## src/rtl/a20_pkg.sv

```systemverilog
package a20_pkg;

    localparam int HOST_W = 8;

    typedef enum logic {
        KIND_DATA = 1'b0,
        KIND_CMD  = 1'b1
    } host_kind_e;

    typedef struct packed {
        logic              valid;
        host_kind_e        kind;
        logic [HOST_W-1:0] val;
    } host_wr_t;

    function automatic logic is_cmd_write(host_wr_t w);
        return w.valid && (w.kind == KIND_CMD);
    endfunction

    function automatic logic is_data_write(host_wr_t w);
        return w.valid && (w.kind == KIND_DATA);
    endfunction

endpackage

```

## src/rtl/a20_arm_detect.sv

```systemverilog
module a20_arm_detect
    import a20_pkg::*;
#(
    parameter logic [HOST_W-1:0] ARM_CODE = 8'hD1
) (
    input  logic     clk,
    input  logic     rst,
    input  logic     en,
    input  host_wr_t wr,
    output logic     armed_q,
    output logic     load
);

    logic arm_hit;
    logic armed_d;

    assign arm_hit = is_cmd_write(wr) && (wr.val == ARM_CODE);
    assign load    = en && armed_q && is_data_write(wr);

    always_comb begin
        armed_d = armed_q;
        if (!en) begin
            armed_d = 1'b0;
        end else if (is_cmd_write(wr)) begin
            armed_d = arm_hit;
        end else if (is_data_write(wr)) begin
            armed_d = 1'b0;
        end
    end

    always_ff @(posedge clk) begin
        if (rst) armed_q <= 1'b0;
        else     armed_q <= armed_d;
    end

    p_arm_on_code_r5: assert property (@(posedge clk) disable iff (rst)
        (en && wr.valid && wr.kind == KIND_CMD && wr.val == ARM_CODE) |=> armed_q);

    p_other_cmd_disarm_r4: assert property (@(posedge clk) disable iff (rst)
        (wr.valid && wr.kind == KIND_CMD && wr.val != ARM_CODE) |=> !armed_q);

    p_data_consumes_r6: assert property (@(posedge clk) disable iff (rst)
        (wr.valid && wr.kind == KIND_DATA) |=> !armed_q);

    p_idle_keeps_arm_r10: assert property (@(posedge clk) disable iff (rst)
        (!wr.valid && en) |=> (armed_q == $past(armed_q)));

endmodule

```

## src/rtl/a20_gate_reg.sv

```systemverilog
module a20_gate_reg
    import a20_pkg::*;
#(
    parameter int SEL_BIT = 1
) (
    input  logic              clk,
    input  logic              rst,
    input  logic              en,
    input  logic              load,
    input  logic [HOST_W-1:0] data,
    output logic              gate_q
);

    always_ff @(posedge clk) begin
        if (rst || !en) gate_q <= 1'b1;
        else if (load)  gate_q <= data[SEL_BIT];
    end

    p_load_bit_r2: assert property (@(posedge clk) disable iff (rst)
        (en && load) |=> (gate_q == $past(data[SEL_BIT])));

    p_hold_unloaded_r3: assert property (@(posedge clk) disable iff (rst)
        (en && !load) |=> (gate_q == $past(gate_q)));

    p_disabled_high_r7: assert property (@(posedge clk) disable iff (rst)
        (!en) |=> gate_q);

endmodule

```

## src/rtl/a20_pin_drive.sv

```systemverilog
module a20_pin_drive (
    input  logic en,
    input  logic dir_out,
    input  logic hw_gate,
    input  logic fw_gate,
    output logic pin_o,
    output logic pin_oe
);

    logic level;

    always_comb begin
        level  = en ? hw_gate : fw_gate;
        pin_oe = dir_out;
        pin_o  = dir_out ? level : 1'b1;
    end

endmodule

```

## src/rtl/fast_a20_gate.sv

```systemverilog
module fast_a20_gate
    import a20_pkg::*;
#(
    parameter logic [HOST_W-1:0] ARM_CODE = 8'hD1,
    parameter int                SEL_BIT  = 1
) (
    input  logic              clk,
    input  logic              rst,
    input  logic              host_wr,
    input  logic              host_is_cmd,
    input  logic [HOST_W-1:0] host_byte,
    input  logic              gate_en,
    input  logic              pin_dir_out,
    input  logic              fw_gate,
    output logic              gate_pin_o,
    output logic              gate_pin_oe
);

    host_wr_t wr;
    logic     armed_q;
    logic     load;
    logic     gate_q;

    assign wr.valid = host_wr;
    assign wr.kind  = host_is_cmd ? KIND_CMD : KIND_DATA;
    assign wr.val   = host_byte;

    a20_arm_detect #(.ARM_CODE(ARM_CODE)) u_detect (
        .clk     (clk),
        .rst     (rst),
        .en      (gate_en),
        .wr      (wr),
        .armed_q (armed_q),
        .load    (load)
    );

    a20_gate_reg #(.SEL_BIT(SEL_BIT)) u_gate (
        .clk    (clk),
        .rst    (rst),
        .en     (gate_en),
        .load   (load),
        .data   (host_byte),
        .gate_q (gate_q)
    );

    a20_pin_drive u_pin (
        .en      (gate_en),
        .dir_out (pin_dir_out),
        .hw_gate (gate_q),
        .fw_gate (fw_gate),
        .pin_o   (gate_pin_o),
        .pin_oe  (gate_pin_oe)
    );

    p_input_dir_idle_r8: assert property (@(posedge clk) disable iff (rst)
        (!pin_dir_out) |-> (gate_pin_o && !gate_pin_oe));

    p_fw_path_r7: assert property (@(posedge clk) disable iff (rst)
        (!gate_en && pin_dir_out) |-> (gate_pin_o == fw_gate));

    p_reset_state_r1: assert property (@(posedge clk)
        $past(rst) |-> (gate_q && !armed_q));

endmodule

```

## config.mk

```make
export PLATFORM = sky130hd
export DESIGN_NAME = fast_a20_gate
export DESIGN_NICKNAME = d
export VERILOG_FILES = /design/src/rtl/a20_pkg.sv /design/src/rtl/a20_arm_detect.sv /design/src/rtl/a20_gate_reg.sv /design/src/rtl/a20_pin_drive.sv /design/src/rtl/fast_a20_gate.sv
export SDC_FILE = /design/constraint.sdc
export NUM_CORES = 1
export LEC_CHECK = 0
export ABC_CLOCK_PERIOD_IN_PS = 940
export BUFFER_PORTS_ARGS = -buffer_cell sky130_fd_sc_hd__buf_2
export CAP_MARGIN = 0
export CORE_AREA = 2 2 39 41
export CTS_BUF_LIST = sky130_fd_sc_hd__clkbuf_8
export DETAILED_ROUTE_END_ITERATION = 10
export DIE_AREA = 0 0 41 43
export SLEW_MARGIN = 15
export SYNTH_ARGS = -nofsm -noshare
export SYNTH_HDL_FRONTEND = slang
export SYNTH_SLANG_ARGS = --single-unit
```

## constraint.sdc

```tcl
create_clock -name clk -period 0.94 [get_ports clk]
set_input_delay 0.047 -clock clk [delete_from_list [all_inputs] [get_ports clk]]
set_output_delay 0.047 -clock clk [all_outputs]
set_load 0.02 [all_outputs]
```

# Word-level counts from Yosys, hierarchy flattened
# Index checks and enable logic that the tools add are counted.
# op_classes
eq_ne	1
n_mux	5
bitwise	2
n_reduce_logical	9
# ops
op	n
== test 8 bit, second input constant	1
logical AND 1 bit	5
2-to-1 mux 1 bit	5
NOT 1 bit	2
nonzero test 2 bit	1
OR reduction 2 bit	1
zero test 1 bit	1
logical OR 1 bit	1
# word_totals
regBits	2
out_inout_bits	2
wordCells	19

# Longest topological paths before layout
# Gate-level depths: netlist of the first run.
# logic_depth
ltp_word	5
depth_mapped	3
depth_no_buf	3

# Modules after synthesis
# A second synthesis of the first run with hierarchy kept.
# hier_totals
cells_unflattened	14
hier_area_um2	137.6
# by_module_without_submodules
mod	instances	cells_per_inst	area_each_um2
a20_arm_detect	1	8	78.8
a20_gate_reg	1	3	37.5
a20_pin_drive	1	3	21.3

# Worst setup path after synthesis of the first run
# OpenSTA, ideal clock, no wires.
# synth_path
path_type	register to register
from	register u_detect.armed_q
to	register u_gate.gate_q
t_arrival_ns	0.610
setup_slack_ns	0.208
path_stages_with_launch	4
path_buffers	0
synth_period_minus_slack_ns	0.732
path_cell_list	dfxtp_1 > nand3b_1 > mux2i_1 > nand3b_1
# synth_between
elab_chain_cells	2
# synth_lines
item	line_no	source
from (decl)	a20_arm_detect.sv:10	output logic armed_q,
from (signal assigned)	a20_arm_detect.sv:33	else armed_q <= armed_d;
logical AND 1 bit (2 in series)	a20_arm_detect.sv:18	assign load = en && armed_q && is_data_write(wr);
to (signal assigned)	a20_gate_reg.sv:16	else if (load) gate_q <= data[SEL_BIT];
to (decl)	a20_gate_reg.sv:11	output logic gate_q
# No other way between the ends.
# A chain may end at the register's enable or synchronous reset.

# Worst setup path in the final report of the first run
# layout_path
from	register u_gate.gate_q
to	output gate_pin_o
# layout_between
elab_chain_cells	2
# layout_lines
item	line_no	source
2-to-1 mux 1 bit	a20_pin_drive.sv:13	level = en ? hw_gate : fw_gate;
2-to-1 mux 1 bit	a20_pin_drive.sv:15	pin_o = dir_out ? level : 1'b1;
to (decl)	fast_a20_gate.sv:15	output logic gate_pin_o,
# No other way between the ends.

==> summary.md, run 1 <==
| Metric | Value |
|---|---|
| Synth cell count leaders | `dfxtp_1 (2), mux2i_1 (2), nand3b_1 (2)` |
| Port Buffers | `16` |
| CP startpoint | `u_gate.gate_q` |
| DIE HEIGHT | `43 um` |
| I/O Pins | `17` |
| Vias | `167` |
| Fillers | `156` |
| Ys Warns | `0` |
| Max Clock Skew | `0.00229 ns` |
| Synth async-reset ratio | `0` |
| CP Class | `reg2out` |
| HP Start | `rst` |
| Startpoint Class | `flop` |
| Ys flop type | `dfxtp_1` |
| Max Cap Viol | `0` |
| Diodes inserted | `0` |
| Final core occ | `0.198` |
| Area contributors post-synth | `dfxtp_1 (30%), mux2i_1 (15%), nand3b_1 (11%)` |
| Sequential area share after synthesis | `0.299` |
| Synthesized area | `134 um2` |
| Final cell count without fillers | `47` |
| Initial Util | `0.0967` |
| Layout cells sized above 1 | `0.645` |
| Total grt overflow | `0` |
| Die Footprint | `1760 um2` |
| Final hold violations | `0` |
| Least-Margin Pin Slew | `0.186 ns` |
| Area leader, netlist | `dfxtp_1` |
| Yosys top cell area share | `0.299` |
| Core area | `1380 um2` |
| Drt pass-1 iters | `2` |
| Initial antenna violation count | `0` |
| Worst EP arrival | `0.85 ns` |
| Mapped Nets | `28` |
| GP Congestion | `0.619` |
| Period utilization | `0.955` |
| Final setup fails | `0` |
| # resized after CTS | `0` |
| GR Util All Layers | `0.0631` |
| P_leak | `0.134 nW` |
| RSZ-0062 raised after global routing | `true` |
| Pre-CTS setup slack | `0.123 ns` |
| Final WL | `405 um` |
| Tot Pwr | `0.468 mW` |
| Worst Path Buf+Inv | `1` |
| Status | `completed` |
| Setup_tns | `0 ns` |
| Instance count on the critical path | `3` |
| Initial DRC count | `2` |
| Area grow syn2layout | `105%` |
| CTS sink cnt | `2` |
| Rows | `14` |
| Fin worst setup slack | `0.0424 ns` |
| ANT nets after route | `0` |
| CTS Root Cell | `clkbuf_8` |
| First-pass GRT wire length | `648 um` |
| Maximum fanout along the worst path | `2` |
| Crit. End Element | `primary output` |
| Worst-Skew Late Latency | `0.21 ns` |
| Fin nets | `48` |
| Design area | `274 um2` |
| CTS tree | `yes` |
| Number of global-route vias before repair | `176` |
| Number of buffers created by CTS | `3` |
| Largest net degree at the start of global routing | `4` |
| Worst r2r path cells | `3` |
| Delay-heaviest family, CP | `flip-flops` |
| WHS Path Cells | `2` |
| Maximum root-to-sink buffer count | `2` |
| DRC | `0` |
| Placed Cells | `44` |
| Highest-delay cell along the critical path | `dfxtp_1` |
| Yosys reg bits | `2` |
| Via-to-Cell Ratio | `3.55` |
| Crit path required time | `0.89 ns` |
| Post-CTS setup buffer count | `0` |
| Reg clk slew, reported paths | `0.03 ns` |
| Synth cell types | `10` |
| WHS | `0.0168 ns` |
| Multi-input logic area | `86.3 um2` |
| Cells along the critical path | `mux2i_1 -> nand2_1 -> buf_6` |
| Max Slew Vio Count | `0` |
| Post-Synthesis Cells | `13` |
| Avg Cell Area, Syn | `10.3 um2` |
| Minimum clock period | `0.898 ns` |
| Rel. slew slack | `0.876` |
| Reg area | `40.0 um2` |
| Die Wd | `41 um` |
| Placed cell areas | `226 um2` |
| PwrDens | `1710 nW/um2` |
| Peak supply drop | `0.501 mV` |
| Largest stage delay, worst path | `0.30 ns` |
| R2r startpoint | `u_detect.armed_q` |
| Fmax achieved | `1110 MHz` |
| DP HPWL | `337 um` |
| Worst Hold Class | `in2reg` |
| Post-synth EDFFs | `0` |
| Hold_buf cts | `0` |
| Wirelength per Cell | `8.62 um` |
| H-Tree Depth | `1` |
==> final timing paths <==
path | slack, ns | end
max | 0.04 | gate_pin_o
min | 0.02 | u_detect.armed_q
max reg2reg | 0.15 | u_gate.gate_q
min reg2reg | 0.51 | u_gate.gate_q
==> power by group <==
part | total, mW | switching [mW] | internal [mW] | leakage (nW)
Combinational | 0.0528 | 0.0212 | 0.0316 | 0.0963
Clock | 0.329 | 0.0594 | 0.270 | 0.0216
Sequential | 0.0857 | 0.00000749 | 0.0857 | 0.0161
==> cell type report <==
type                       instances  share of cell area
clock buffer                       3               0.151
multi-input combinational         10               0.315
sequential                         2               0.146
tap                               16              0.0731
timing repair buffer              16               0.315
==> flip-flops by register name (all words and copies together) (netlist names) <==
name / count
u_detect.armed_q: 1
u_gate.gate_q: 1
==> cell usage in the layout, fill, tap and decap left out <==
cell type and instances:
clkbuf_8 3, buf_6 1, nor3b_1 1, a41oi_1 1, nor4b_2 1, nand2_1 1
dfxtp_1 2, buf_2 15, nand3b_1 2, and4b_1 1, mux2i_1 2, nor2b_1 1
==> cells by family (layout without fill, tap and decap cells) <==
kind of cell	after synthesis	count (layout)	share of synthesized area
and+or+nand+nor	7	7	0.430
DFF	2	2	0.299
buffers and inverters	1	19	0.0561
AOI/OAI and AO/OA	1	1	0.0654
muxes	2	2	0.150
==> routing by layer <==
metal | GRT usage | vias up | share of wire
met1 | 0.0573 | 72 | 0.38
met5 | 0 | - | 0
met3 | 0.0628 | 0 | 0.15
met2 | 0.0750 | 8 | 0.47
li1 | - | 87 | -
met4 | 0.0600 | 0 | 0
==> worst reg2reg max path, delay by kind of cell (launching register included) <==
| kind | cells | cell delay (ns) |
|---|---|---|
| multiplexers | 1 | 0.19 |
| flip-flops | 1 | 0.30 |
| AND/OR/NAND/NOR | 2 | 0.18 |
No activity file was read; power rests on OpenSTA's default activity.
==> run 2: changes to the inputs <==
- ABC_CLOCK_PERIOD_IN_PS: 940 -> 1200
- clock period: 0.94 -> 1.2 ns (I/O delays scaled with it)
==> run 2 against run 1 <==
  * Global-route usage shrank 0.60 points
  * Critical path depth is the same
  * Final cell count is the same
  * Combinational power shrank 26%
  * Sequential power shrank 22%
  * Core utilization shrank 0.45 points
  * Setup slack gained 0.25 ns
  * Flip-flop and latch count is the same
==> summary.md, run 2 (same netlist as run 1, synthesis figures left out) <==
| Metric | Value |
|---|---|
| GP Congestion | `0.619 (unchanged)` |
| DIE HEIGHT | `43 um (unchanged)` |
| Period utilization | `0.753` |
| Fin nets | `48 (unchanged)` |
| Final hold violations | `0 (unchanged)` |
| CTS tree | `yes` |
| H-Tree Depth | `1 (unchanged)` |
| Placed cell areas | `226 um2 (unchanged)` |
| Clock Power Share | `0.711 (+0.007)` |
| Delay-heaviest family, CP | `flip-flops` |
| Final WL | `400 um (-1.2%)` |
| Fin worst setup slack | `0.296 ns (+0.254 ns)` |
| GR Util All Layers | `0.0571 (-0.00601)` |
| Design area | `268 um2 (-2.3%)` |
| Initial antenna violation count | `0 (unchanged)` |
| Cells along the critical path | `mux2i_1 -> nand2_1 -> buf_2` |
| Largest net degree at the start of global routing | `4 (unchanged)` |
| Commonest non-fill, non-tap cells in the layout | `buf_2 (16), clkbuf_8 (3), mux2i_1 (2), nand3b_1 (2), dfxtp_1 (2)` |
| Pint | `0.302 mW (-22%)` |
| Fmax achieved | `1110 MHz` |
| Peak supply drop | `0.414 mV (-17%)` |
| Hold_buf cts | `0 (unchanged)` |
| CTS Root Cell | `clkbuf_8` |
| Max Clock Skew | `0.00270 ns (+0.000405 ns)` |
| Number of buffers created by CTS | `3 (unchanged)` |
| Vias | `173 (+3.6%)` |
| Multi-input logic area | `86.3 um2 (unchanged)` |
| Number of global-route vias before repair | `144 (-18%)` |
| CTS sink cnt | `2 (unchanged)` |
| Worst R2R Setup Slack | `0.41 ns (+0.26 ns)` |
| P_sw | `0.0662 mW (-18%)` |
| Wirelength per Cell | `8.51 um (-1.2%)` |
| Worst Hold Class | `in2reg` |
| Diodes inserted | `0 (unchanged)` |
| Worst EP arrival | `0.84 ns (about the same)` |
| Drt pass-1 iters | `2 (unchanged)` |
| Most common cell after layout, fill and taps aside | `buf_2` |
| Startpoint Class | `flop` |
| First-pass GRT wire length | `552 um (-15%)` |
| Die Footprint | `1760 um2 (unchanged)` |
| Post-CTS setup buffer count | `0 (unchanged)` |
| Worst Hold Path EP | `u_detect.armed_q` |
| Crit. End Element | `primary output` |
| Pre-CTS setup slack | `0.338 ns (+0.215 ns)` |
| CP Class | `reg2out` |
| RSZ-0062 raised after global routing | `false` |
| Via-to-Cell Ratio | `3.68 (+3.6%)` |
| Fillers | `154 (-1.3%)` |
| Initial DRC count | `7 (+5)` |
| Total grt overflow | `0 (unchanged)` |
| Placed Cells | `44 (unchanged)` |
| ANT nets after route | `0 (unchanged)` |
| DP HPWL | `327 um (-2.9%)` |
| Worst r2r path cells | `3 (unchanged)` |
| DRC | `0 (unchanged)` |
| Core area | `1380 um2 (unchanged)` |
| WHS Path Cells | `2 (unchanged)` |
| Minimum clock period | `0.904 ns` |
| # resized after CTS | `0 (unchanged)` |
| Area grow syn2layout | `100%` |
| Reg clk slew, reported paths | `0.03 ns (about the same)` |
| Setup_tns | `0 ns (unchanged)` |
| P_leak | `0.131 nW (-2.5%)` |
| Instance count on the critical path | `3 (unchanged)` |
| Max Slew Vio Count | `0 (unchanged)` |
| Reg2reg end | `u_gate.gate_q` |
| Least-Margin Pin Slew | `0.181 ns (-0.00476 ns)` |
| HP Start | `rst` |
| Max Cap Viol | `0 (unchanged)` |
| Power share of the combinational group | `0.106 (-0.007)` |
| Maximum fanout along the worst path | `2 (unchanged)` |
| Worst-Skew Late Latency | `0.21 ns (about the same)` |
| I/O Pins | `17 (unchanged)` |
| Final cell count without fillers | `47 (unchanged)` |
| Sequential power share | `0.182 (about the same)` |
| Die Wd | `41 um (unchanged)` |
| Maximum root-to-sink buffer count | `2 (unchanged)` |
| Initial Util | `0.0967 (unchanged)` |
| Port Buffers | `16 (unchanged)` |
| Status | `completed` |
| Largest registers | `u_detect.armed_q: 1 flops, u_gate.gate_q: 1 flops` |
| Worst Path Buf+Inv | `1 (unchanged)` |
| Sw Share | `0.180 (+0.00728)` |
| Layout cells sized above 1 | `0.645 (unchanged)` |
| Rows | `14 (unchanged)` |
| Crit path required time | `1.14 ns (+0.25 ns)` |
| Final setup fails | `0 (unchanged)` |
| PwrDens | `1380 nW/um2 (-19%)` |
| Reg area | `40.0 um2 (unchanged)` |
| Rel. slew slack | `0.878 (+0.00191)` |
| Final core occ | `0.193 (-0.00452)` |
| Highest-delay cell along the critical path | `dfxtp_1` |
| R2r startpoint | `u_detect.armed_q` |
| Largest stage delay, worst path | `0.30 ns (about the same)` |
-- run 2: cell type report --
cell class,instances,share of cell area
clock buffers,3,0.154
repair buffers,16,0.299
well taps,16,0.0748
flip-flops and latches,2,0.150
multi-input cells,10,0.322
-- run 2: worst max-delay path by stage --
stage | slack, ns | end | startpoint
2_1_floorplan | 0.47 | u_gate.gate_q | u_detect.armed_q
3_3_place_gp | 0.38 | u_detect.armed_q | host_byte[1]
3_5_place_dp | 0.34 | u_detect.armed_q | host_byte[1]
4_1_cts | 0.29 | gate_pin_o | u_gate.gate_q
5_1_grt | 0.23 | gate_pin_o | u_gate.gate_q
6_report | 0.30 | gate_pin_o | u_gate.gate_q
-- run 2: power groups by stage --
stage / Combinational [mW] / Sequential (mW) / Clock [mW]
3_3_place_gp: 0.0390 / 0.0679 / 0
5_1_grt: 0.0431 / 0.0671 / 0.279
6_report: 0.0392 / 0.0671 / 0.262
4_1_cts: 0.0396 / 0.0671 / 0.270
3_5_place_dp: 0.0394 / 0.0679 / 0
2_1_floorplan: 0.0132 / 0.0679 / 0
-- run 2: layer usage --
layer  vias to the layer above  track usage  wire length [um]
met5                         -            0                 0
met4                         0       0.0600                13
met3                         2       0.0628                72
met2                        11       0.0656               174
met1                        73       0.0478               140
li1                         87            -                 -
-- run 2: stage by stage --
stage | hold slack [ns] | power, mW
after global routing | 0.0515 | 0.390
final | 0.0262 | 0.368
after CTS | 0.0252 | 0.376
after detailed placement | 0.244 | 0.107
after global placement | 0.238 | 0.107
after floorplan | 0.136 | 0.0810
-- run 2: worst reg2reg max path, cell delays in order, from the launching register on --
cell	delay, ns
dfxtp_1	0.29
nand3b_1	0.09
mux2i_1	0.20
nand3b_1	0.08
==> run 3: changes to the inputs <==
- ABC_CLOCK_PERIOD_IN_PS: 1200 -> 900
- clock period: 1.2 -> 0.9 ns (I/O delays scaled with it)
==> run 3 against run 2 <==
  * Core utilization grew 0.45 points
  * Routed wire length shrank 3.3%
  * Largest cell class unchanged
  * Worst hold slack lost 0.0097 ns
  * Total power grew 34%
  * Setup slack lost 0.28 ns
  * Die area is the same
==> summary.md, run 3 (same netlist as run 1, synthesis figures left out) <==
| Metric | Value |
|---|---|
| HP Start | `rst` |
| Reg clk slew, reported paths | `0.03 ns (about the same)` |
| Wirelength per Cell | `8.23 um (-3.2%)` |
| Largest net degree at the start of global routing | `4 (unchanged)` |
| Placed Cells | `44 (unchanged)` |
| Worst Hold Class | `in2reg` |
| Clock Power Share | `0.710 (about the same)` |
| CTS sink cnt | `2 (unchanged)` |
| P_leak | `0.134 nW (+2.5%)` |
| Area grow syn2layout | `105%` |
| DIE HEIGHT | `43 um (unchanged)` |
| Final WL | `387 um (-3.3%)` |
| GP Congestion | `0.589 (-5.0%)` |
| Fmax achieved | `1130 MHz` |
| Least-Margin Pin Slew | `0.193 ns (+0.0113 ns)` |
| Number of global-route vias before repair | `172 (+19%)` |
| DRC | `0 (unchanged)` |
| Vias | `169 (-2.3%)` |
| R2r startpoint | `u_detect.armed_q` |
| Crit path required time | `0.85 ns (-0.29 ns)` |
| Drt pass-1 iters | `2 (unchanged)` |
| First-pass GRT wire length | `634 um (+15%)` |
| CTS Root Cell | `clkbuf_8` |
| Die Footprint | `1760 um2 (unchanged)` |
| Die Wd | `41 um (unchanged)` |
| GR Util All Layers | `0.0621 (+0.00501)` |
| I/O Pins | `17 (unchanged)` |
| Rows | `14 (unchanged)` |
| Layout cells sized above 1 | `0.645 (unchanged)` |
| Final core occ | `0.198 (+0.00452)` |
| Via-to-Cell Ratio | `3.60 (-2.3%)` |
| Initial Util | `0.0967 (unchanged)` |
| Final cell count without fillers | `47 (unchanged)` |
| Sequential power share | `0.181 (about the same)` |
| Maximum fanout along the worst path | `2 (unchanged)` |
| Most common cell after layout, fill and taps aside | `buf_2` |
| Post-CTS setup buffer count | `0 (unchanged)` |
| PwrDens | `1800 nW/um2 (+31%)` |
| Pint | `0.405 mW (+34%)` |
| P_sw | `0.0893 mW (+35%)` |
| Peak supply drop | `0.318 mV (-23%)` |
| Worst-Skew Late Latency | `0.21 ns (about the same)` |
| RSZ-0062 raised after global routing | `true` |
| CP startpoint | `u_gate.gate_q` |
| Initial DRC count | `1 (-6)` |
| Fin nets | `48 (unchanged)` |
| Largest registers | `u_detect.armed_q: 1 flops, u_gate.gate_q: 1 flops` |
| Placed cell areas | `226 um2 (unchanged)` |
| CTS tree | `yes` |
| Max Clock Skew | `0.00188 ns (-0.000816 ns)` |
| Fillers | `155 (+0.65%)` |
| Crit. End Element | `primary output` |
| Core area | `1380 um2 (unchanged)` |
| Port Buffers | `16 (unchanged)` |
| H-Tree Depth | `1 (unchanged)` |
| Total grt overflow | `0 (unchanged)` |
| ANT nets after route | `0 (unchanged)` |
| Final setup fails | `0 (unchanged)` |
| Max Slew Vio Count | `0 (unchanged)` |
| Initial antenna violation count | `0 (unchanged)` |
| Rel. slew slack | `0.871 (-0.00628)` |
| Sw Share | `0.181 (+0.000957)` |
| Diodes inserted | `0 (unchanged)` |
| Max Cap Viol | `0 (unchanged)` |
| Number of buffers created by CTS | `3 (unchanged)` |
| Status | `completed` |
| Startpoint Class | `flop` |
| Period utilization | `0.987` |
| Minimum clock period | `0.888 ns` |
| CP Class | `reg2out` |
| Design area | `274 um2 (+2.3%)` |
| Power share of the combinational group | `0.109 (+0.003)` |
| Worst EP arrival | `0.84 ns (about the same)` |
| Maximum root-to-sink buffer count | `2 (unchanged)` |
| Commonest non-fill, non-tap cells in the layout | `buf_2 (15), clkbuf_8 (3), mux2i_1 (2), nand3b_1 (2), dfxtp_1 (2)` |
| Final hold violations | `0 (unchanged)` |
## run 3: cell counts in the layout (fill, tap and decap cells not counted)
Identical to the previous run, type by type.
## run 3: final cells by class
type	count	area (um2)	area share
multi-input cells	10	86.3	0.315
repair buffers	16	86.3	0.315
clock buffers	3	41.3	0.151
flip-flops and latches	2	40.0	0.146
well taps	16	20.0	0.0731
## run 3: layer usage
metal	wire (um)	vias to the layer above	global-route usage
li1	-	86	-
met1	123	75	0.0605
met2	203	8	0.0688
met3	60	0	0.0471
met4	0	0	0.0800
met5	0	-	0
## run 3: worst paths after layout
kind         slack, ns  depth (start not counted)          endpoint
max               0.01                          3        gate_pin_o
min               0.02                          2  u_detect.armed_q
max reg2reg       0.12                          3     u_gate.gate_q
min reg2reg       0.50                          2     u_gate.gate_q
## run 3: power groups by stage
stage | logic, mW | clock network, mW | registers (mW)
final | 0.0541 | 0.351 | 0.0895
after global routing | 0.0606 | 0.375 | 0.0894
after CTS | 0.0550 | 0.365 | 0.0894
after detailed placement | 0.0523 | 0 | 0.0905
after global placement | 0.0514 | 0 | 0.0905
after floorplan | 0.0175 | 0 | 0.0905
## run 3: through the flow
| stage | setup TNS, ns | power [mW] | worst slack, ns | hold slack, ns |
|---|---|---|---|---|
| after global routing | -0.0631 | 0.525 | -0.0631 | 0.0372 |
| after floorplan | 0 | 0.108 | 0.168 | 0.121 |
| after CTS | 0 | 0.510 | 0.00185 | 0.0124 |
| final | 0 | 0.494 | 0.0119 | 0.0165 |
| after global placement | 0 | 0.142 | 0.0826 | 0.227 |
| after detailed placement | 0 | 0.143 | 0.0708 | 0.233 |
## run 3: timing repair
action | CTS | global route
pin swaps | 1 | 1
cloned | 0 | 0
gates resized for setup | 2 | 0
hold endpoints to repair | 0 | 0
setup endpoints to repair | 1 | 1
hold buffers | 0 | 0
## run 3: worst max-delay path, cell delays in order (launching register included)
cell and delay [ns]:
dfxtp_1 0.30, mux2i_1 0.12, nand2_1 0.08, buf_6 0.13
